--- src/rtl/i2c_tgt_pkg.sv ---
package i2c_tgt_pkg;

  localparam int unsigned BYTE_BITS = 8;

  typedef enum logic [3:0] {
    ST_IDLE,
    ST_ADDR,
    ST_ADDR_ACK,
    ST_WR_BYTE,
    ST_WR_WAIT,
    ST_WR_ACK,
    ST_RD_FETCH,
    ST_RD_BYTE,
    ST_RD_ACK
  } tgt_state_e;

endpackage

--- src/rtl/i2c_line_filter.sv ---
// Synchroniser followed by a persistence filter: the output follows the
// synchronised input only after it has differed for FILT_LEN clocks.
module i2c_line_filter #(
  parameter int SYNC_STAGES = 2,
  parameter int FILT_LEN    = 3
) (
  input  logic clk,
  input  logic rst_n,
  input  logic line_i,
  output logic line_o
);
  localparam int CW = $clog2(FILT_LEN + 1);

  logic [SYNC_STAGES-1:0] sync_q;
  logic [CW-1:0]          run_q;
  logic                   synced;

  assign synced = sync_q[SYNC_STAGES-1];

  always_ff @(posedge clk or negedge rst_n) begin
    if (!rst_n) begin
      sync_q <= '1;
      run_q  <= '0;
      line_o <= 1'b1;
    end else begin
      sync_q <= {sync_q[SYNC_STAGES-2:0], line_i};
      if (synced == line_o) begin
        run_q <= '0;
      end else if (run_q == CW'(FILT_LEN - 1)) begin
        line_o <= synced;
        run_q  <= '0;
      end else begin
        run_q <= run_q + 1'b1;
      end
    end
  end
endmodule

--- src/rtl/i2c_stuck_wd.sv ---
// One low-time counter per bus line; a registered pulse when any reaches limit.
module i2c_stuck_wd #(
  parameter int unsigned TIMEOUT_CYC = 12000,
  parameter int          NLINES      = 2
) (
  input  logic              clk,
  input  logic              rst_n,
  input  logic [NLINES-1:0] line_i,
  output logic              trip_o
);
  localparam int CW = $clog2(TIMEOUT_CYC + 1);

  logic [NLINES-1:0] hit;

  for (genvar g = 0; g < NLINES; g++) begin : g_line
    logic [CW-1:0] low_q;
    always_ff @(posedge clk or negedge rst_n) begin
      if (!rst_n)                   low_q <= '0;
      else if (line_i[g] || hit[g]) low_q <= '0;
      else                          low_q <= low_q + 1'b1;
    end
    assign hit[g] = !line_i[g] && (low_q == CW'(TIMEOUT_CYC - 1));
  end

  always_ff @(posedge clk or negedge rst_n) begin
    if (!rst_n) trip_o <= 1'b0;
    else        trip_o <= |hit;
  end
endmodule

--- src/rtl/i2c_tgt_engine.sv ---
// Bit/byte sequencer: framing, address match, ACK, stretch and register port.
module i2c_tgt_engine
  import i2c_tgt_pkg::*;
#(
  parameter int PTR_W = 8
) (
  input  logic             clk,
  input  logic             rst_n,
  input  logic [6:0]       tgt_addr,
  input  logic             scl_f,
  input  logic             sda_f,
  input  logic             abort_i,
  output logic             scl_oe,
  output logic             sda_oe,
  output logic             wr_valid,
  input  logic             wr_ready,
  output logic [PTR_W-1:0] wr_addr,
  output logic [7:0]       wr_data,
  output logic             rd_valid,
  input  logic             rd_ready,
  output logic [PTR_W-1:0] rd_addr,
  input  logic [7:0]       rd_data
);
  tgt_state_e       state_q;
  logic             scl_prev, sda_prev;
  logic [3:0]       bit_cnt_q;
  logic [7:0]       shreg_q;
  logic [PTR_W-1:0] ptr_q;
  logic             ptr_load_q, rw_q, host_ack_q;
  logic             scl_rise, scl_fall, start_ev, stop_ev, byte_done;

  assign scl_rise  = scl_f & ~scl_prev;
  assign scl_fall  = ~scl_f & scl_prev;
  assign start_ev  = scl_f & scl_prev & sda_prev & ~sda_f;
  assign stop_ev   = scl_f & scl_prev & ~sda_prev & sda_f;
  assign byte_done = scl_fall && (bit_cnt_q == 4'(BYTE_BITS));

  assign wr_addr = ptr_q;
  assign rd_addr = ptr_q;
  assign wr_data = shreg_q;

  always_ff @(posedge clk or negedge rst_n) begin
    if (!rst_n) begin
      state_q    <= ST_IDLE;
      scl_prev   <= 1'b1;
      sda_prev   <= 1'b1;
      bit_cnt_q  <= '0;
      shreg_q    <= '0;
      ptr_q      <= '0;
      ptr_load_q <= 1'b0;
      rw_q       <= 1'b0;
      host_ack_q <= 1'b0;
      scl_oe     <= 1'b0;
      sda_oe     <= 1'b0;
      wr_valid   <= 1'b0;
      rd_valid   <= 1'b0;
    end else begin
      scl_prev <= scl_f;
      sda_prev <= sda_f;
      if (abort_i || stop_ev || (start_ev && state_q != ST_IDLE)) begin
        // stuck bus, end of transaction, or unsupported START mid-transfer
        state_q  <= ST_IDLE;
        scl_oe   <= 1'b0;
        sda_oe   <= 1'b0;
        wr_valid <= 1'b0;
        rd_valid <= 1'b0;
      end else if (start_ev) begin
        state_q   <= ST_ADDR;
        bit_cnt_q <= '0;
      end else begin
        unique case (state_q)
          ST_IDLE: ;
          ST_ADDR, ST_WR_BYTE: begin
            if (scl_rise) begin
              shreg_q   <= {shreg_q[6:0], sda_f};
              bit_cnt_q <= bit_cnt_q + 1'b1;
            end else if (byte_done) begin
              if (state_q == ST_ADDR) begin
                if (shreg_q[7:1] == tgt_addr) begin
                  rw_q    <= shreg_q[0];
                  sda_oe  <= 1'b1;
                  state_q <= ST_ADDR_ACK;
                end else begin
                  state_q <= ST_IDLE;
                end
              end else if (ptr_load_q) begin
                ptr_q      <= PTR_W'(shreg_q);
                ptr_load_q <= 1'b0;
                sda_oe     <= 1'b1;
                state_q    <= ST_WR_ACK;
              end else begin
                wr_valid <= 1'b1;
                scl_oe   <= 1'b1;
                state_q  <= ST_WR_WAIT;
              end
            end
          end
          ST_WR_WAIT: begin
            if (wr_ready) begin
              wr_valid <= 1'b0;
              ptr_q    <= ptr_q + 1'b1;
              sda_oe   <= 1'b1;
              state_q  <= ST_WR_ACK;
            end
          end
          ST_ADDR_ACK, ST_WR_ACK: begin
            scl_oe <= 1'b0;  // ACK already on SDA; let the host clock it
            if (scl_fall) begin
              sda_oe    <= 1'b0;
              bit_cnt_q <= '0;
              if (state_q == ST_ADDR_ACK && rw_q) begin
                rd_valid <= 1'b1;
                scl_oe   <= 1'b1;
                state_q  <= ST_RD_FETCH;
              end else begin
                if (state_q == ST_ADDR_ACK) ptr_load_q <= 1'b1;
                state_q <= ST_WR_BYTE;
              end
            end
          end
          ST_RD_FETCH: begin
            if (rd_ready) begin
              rd_valid  <= 1'b0;
              shreg_q   <= rd_data;
              ptr_q     <= ptr_q + 1'b1;
              sda_oe    <= ~rd_data[7];
              bit_cnt_q <= '0;
              state_q   <= ST_RD_BYTE;
            end
          end
          ST_RD_BYTE: begin
            scl_oe <= 1'b0;
            if (scl_fall) begin
              if (bit_cnt_q == 4'(BYTE_BITS - 1)) begin
                sda_oe  <= 1'b0;
                state_q <= ST_RD_ACK;
              end else begin
                sda_oe    <= ~shreg_q[6];
                shreg_q   <= {shreg_q[6:0], 1'b0};
                bit_cnt_q <= bit_cnt_q + 1'b1;
              end
            end
          end
          ST_RD_ACK: begin
            if (scl_rise) begin
              host_ack_q <= ~sda_f;
            end else if (scl_fall) begin
              if (host_ack_q) begin
                rd_valid <= 1'b1;
                scl_oe   <= 1'b1;
                state_q  <= ST_RD_FETCH;
              end else begin
                state_q <= ST_IDLE;
              end
            end
          end
          default: state_q <= ST_IDLE;
        endcase
      end
    end
  end
endmodule

--- src/rtl/i2c_tgt_wd.sv ---
module i2c_tgt_wd #(
  parameter int          PTR_W       = 8,
  parameter int unsigned TIMEOUT_CYC = 12000,
  parameter int          FILT_LEN    = 3,
  parameter int          SYNC_STAGES = 2
) (
  input  logic             clk,
  input  logic             rst_n,
  input  logic [6:0]       tgt_addr,
  input  logic             scl_i,
  input  logic             sda_i,
  output logic             scl_oe,
  output logic             sda_oe,
  output logic             wr_valid,
  input  logic             wr_ready,
  output logic [PTR_W-1:0] wr_addr,
  output logic [7:0]       wr_data,
  output logic             rd_valid,
  input  logic             rd_ready,
  output logic [PTR_W-1:0] rd_addr,
  input  logic [7:0]       rd_data
);
  localparam int NLINES = 2;

  logic [NLINES-1:0] raw_lines, clean_lines;
  logic              bus_stuck;

  assign raw_lines = {sda_i, scl_i};

  for (genvar g = 0; g < NLINES; g++) begin : g_filt
    i2c_line_filter #(.SYNC_STAGES(SYNC_STAGES), .FILT_LEN(FILT_LEN)) u_filt (
      .clk(clk), .rst_n(rst_n), .line_i(raw_lines[g]), .line_o(clean_lines[g])
    );
  end

  i2c_stuck_wd #(.TIMEOUT_CYC(TIMEOUT_CYC), .NLINES(NLINES)) u_wd (
    .clk(clk), .rst_n(rst_n), .line_i(clean_lines), .trip_o(bus_stuck)
  );

  i2c_tgt_engine #(.PTR_W(PTR_W)) u_eng (
    .clk(clk), .rst_n(rst_n), .tgt_addr(tgt_addr),
    .scl_f(clean_lines[0]), .sda_f(clean_lines[1]), .abort_i(bus_stuck),
    .scl_oe(scl_oe), .sda_oe(sda_oe),
    .wr_valid(wr_valid), .wr_ready(wr_ready), .wr_addr(wr_addr), .wr_data(wr_data),
    .rd_valid(rd_valid), .rd_ready(rd_ready), .rd_addr(rd_addr), .rd_data(rd_data)
  );
endmodule

--- config.mk ---
export PLATFORM = sky130hd
export DESIGN_NAME = i2c_tgt_wd
export DESIGN_NICKNAME = d
export VERILOG_FILES = /design/src/rtl/i2c_tgt_pkg.sv /design/src/rtl/i2c_line_filter.sv /design/src/rtl/i2c_stuck_wd.sv /design/src/rtl/i2c_tgt_engine.sv /design/src/rtl/i2c_tgt_wd.sv
export SDC_FILE = /design/constraint.sdc
export NUM_CORES = 1
export LEC_CHECK = 0
export BUFFER_PORTS_ARGS = -buffer_cell sky130_fd_sc_hd__buf_2
export CAP_MARGIN = 25
export CELL_PAD_IN_SITES_DETAIL_PLACEMENT = 1
export CELL_PAD_IN_SITES_GLOBAL_PLACEMENT = 2
export CORE_UTILIZATION = 38
export CTS_BUF_LIST = sky130_fd_sc_hd__clkbuf_2 sky130_fd_sc_hd__clkbuf_4 sky130_fd_sc_hd__clkbuf_8
export DETAILED_ROUTE_END_ITERATION = 6
export GPL_ROUTABILITY_DRIVEN = 0
export GPL_TIMING_DRIVEN = 0
export PLACE_DENSITY = 0.84
export SLEW_MARGIN = 25
export SYNTH_ARGS = -nofsm -noshare
export SYNTH_HDL_FRONTEND = slang
export SYNTH_HIERARCHICAL = 1
export SYNTH_SLANG_ARGS = --single-unit
--- constraint.sdc ---
create_clock -name clk -period 2.35 [get_ports clk]
set_input_delay 0.47 -clock clk [delete_from_list [all_inputs] [get_ports clk]]
set_output_delay 0.47 -clock clk [all_outputs]
set_load 0.01 [all_outputs]
==> reports/qor.yml <==
core_region_area_sq_mm: 0.0109
cts_tree: "yes"
vias: 3767
postRouteAntennaNets: 0
hp-class: "input pin to flop"
yosysUniqueCellTypes: 71
synth_async_sr_flop_share_pct: 100
placement.io_buffers: 48
critPathBufInv: 0
grt_usage_pct: 22.6
drc_errors: 0
power.density_mw_per_mm2: 938
n_antenna_cell: 0
synth_top_area_share_pct: 37.5
clock_sinks: 72
final_nets: 557
area_growth_pct: 17.7
rsz0062_at_grt: "no"
drt_iter0_markers: 197
pre_cts_slack_ps: -124
instances_no_fill: 674
hpwl_um: 8620
dr.pass1.iters: 5
fin_crit_sh_pct: 95.2
grt_pass1_wl_um: 20100
grt_antenna_before_repair: 0
synth_top_cells_by_count: "64 x dfrtp_1, 60 x nor2_1, 41 x nand2_1"
detail_route.wl_per_cell_um: 18.1
finalCriticalPeriod_ps: 2240
crit_fanout: 10
place_inst: 654
ys_seq_elements: 72
drive_gt1_share_pct: 23.2
cp.required_ps: 2610
netlist_instances: 465
synth_edf_count: 0
grt_max_degree: 56
fmax_mhz: 447
worstPathCellList: "xnor2_1, o21bai_2, or4_4, nor2_4, o21ai_0, a22o_1"
worstSkewPairLatency_ps: 360
vdd_drop_max_mv: 0.491
num_rows: 38
clkSlewWorstSetupHoldPaths_ps: 90
wl_um: 12200
clk_path_buf_depth: 2
synth_ff_type: "dfrtp_1"
synthesis.nets: 493
first_global_vias: 3843
max_stage_delay_ps: 650
worst_pin_slew_ps: 675
hold_viol: 0
critical_path_class: "flop to flop"
syn_area_per_cell_sq_um: 9.18
synth_area_sq_mm: 0.00427
slew_headroom_pct: 54.9
start_kind: "flop"
finalPower_mw: 4.71
worst_clock_skew_ps: 16.8
ioPinCount: 49
finalWorstSetupSlack_ps: 112
cts_made_buffers: 9
seq_area_frac_synth_pct: 42.5
register_area_sq_mm: 0.00181
outcome: "finished clean"
leakagePower_nw: 2.17
crit_arrival_ps: 2500
yosysMostFrequentCell: "dfrtp_1"
dieArea_sq_mm: 0.0117
die_w_um: 108
critical-path-top-delay-family: "simple AND/OR/NAND/NOR gates"
die_h_um: 108
start_util_pct: 39.2
synthTopCellsByArea: "dfrtp_1 38%, nor2_1 5.3%, dfstp_2 4.9%, xnor2_1 4.7%, a21oi_1 3.9%"
cp_slowest_cell: "dfstp_2"
critPathCaptureType: "flop"
gr-total-overflow: 0
final-setup-viol-count: 0
fill_cells: 1270
maxCapViolations: 0
viasPerCell: 5.59
final_max_slew_viol_count: 0
h-tree-depth: 3
synth_top_cell_by_area: "dfrtp_1"
tns_ps: 0
cts-root-buf: "clkbuf_8"
multi_input_area_sq_mm: 0.00225
synth.yosys.warnings: 6
worst register-to-register path: stages, from the launching register on:
cell	delay [ps]
dfstp_2	650
xnor2_1	170
o21bai_2	180
or4_4	570
nor2_4	210
o21ai_0	130
a22o_1	240
cell families after synthesis:
| logic type | synth area share (%) |
|---|---|
| muxes | 3.31 |
| AOI/OAI and AO/OA | 14.1 |
| xor gates and xnor gates | 6.98 |
| adders and majority gates | 2.05 |
| DFF | 42.5 |
| and+or+nand+nor | 25.9 |
| buffers and inverters | 5.22 |
layout make-up:
cell class	count	share of cell area, %
repair buffers	53	6.03
well taps	140	3.49
clock buffers	12	3.29
plain buffers	26	3.54
clock inverters	4	1.97
inverters	12	0.897
flip-flops and latches	72	36.1
multi-input cells	355	44.7
flip-flops by register name, summed over array words and instances, names as in the netlist:
name,count
g_filt.u_filt/line_o,2
g_filt.u_filt/run_q,4
g_filt.u_filt/sync_q,4
u_eng/bit_cnt_q,4
u_eng/host_ack_q,1
u_eng/ptr_load_q,1
u_eng/rd_addr,8
u_eng/rd_valid,1
u_eng/rw_q,1
u_eng/scl_oe,1
u_eng/scl_prev,1
u_eng/sda_oe,1
u_eng/sda_prev,1
u_eng/state_q,4
u_eng/wr_data,8
u_eng/wr_valid,1
u_wd/g_line.low_q,28
u_wd/trip_o,1
cells in the final DEF, fill, tap and decap left out, types with 12 or more instances in the layout:
cell type and instances:
o21ai_0 15, nor2_1 60, nand4_1 12, nand2_1 41
nand3_1 24, buf_4 15, xnor2_1 23, a21oi_1 33
clkbuf_8 12, buf_2 54, dfrtp_1 64
routing by layer:
metal / track usage (%) / up-vias / routed length [um] / share of wire, %
met4: 7.63 / 0 / 194 / 1.6
li1: - / 1766 / - / -
met1: 29.0 / 1897 / 5440 / 45
met3: 3.98 / 19 / 398 / 3.3
met2: 38.2 / 85 / 6170 / 51
met5: 0 / - / 0 / 0
repair_timing:
item | CTS | global route
endpoints found under the setup margin | 5 | 6
pin swaps | 0 | 1
endpoints found under the hold margin | 17 | 0
hold buffers | 1 | 0
setup buffers | 0 | 3
resized for setup | 1 | 2
power by group:
part,internal [mW],switching [mW]
registers,1.50,0.325
clock network,0.795,0.511
logic,0.649,0.927
total,2.95,1.76
per-stage QoR:
step / util, % / instance area (sq um) / hold slack, ps
2_1_floorplan: - / 4270 / 174
3_3_place_gp: 43.0 / 4680 / 346
3_5_place_dp: 43.3 / 4710 / 347
4_1_cts: 45.9 / 4990 / 190
5_1_grt: 46.1 / 5020 / 182
6_report: 46.1 / 5020 / 206
worst paths after layout:
path / slack (ps) / cells past startpoint / start / end
max: 110 / 6 / g_filt[1].u_filt/line_o / u_eng/rd_addr[4]
min: 210 / 1 / sda_i / g_filt[1].u_filt/sync_q[0]
max reg2reg: 110 / 6 / g_filt[1].u_filt/line_o / u_eng/rd_addr[4]
min reg2reg: 360 / 0 / g_filt[1].u_filt/sync_q[0] / g_filt[1].u_filt/sync_q[1]
max in group asynchronous: 1200 / 3 / rst_n / u_eng/sda_prev
min in group asynchronous: 520 / 2 / rst_n / u_eng/rd_addr[3]
Note: power is estimated with default switching activity, not from simulation.
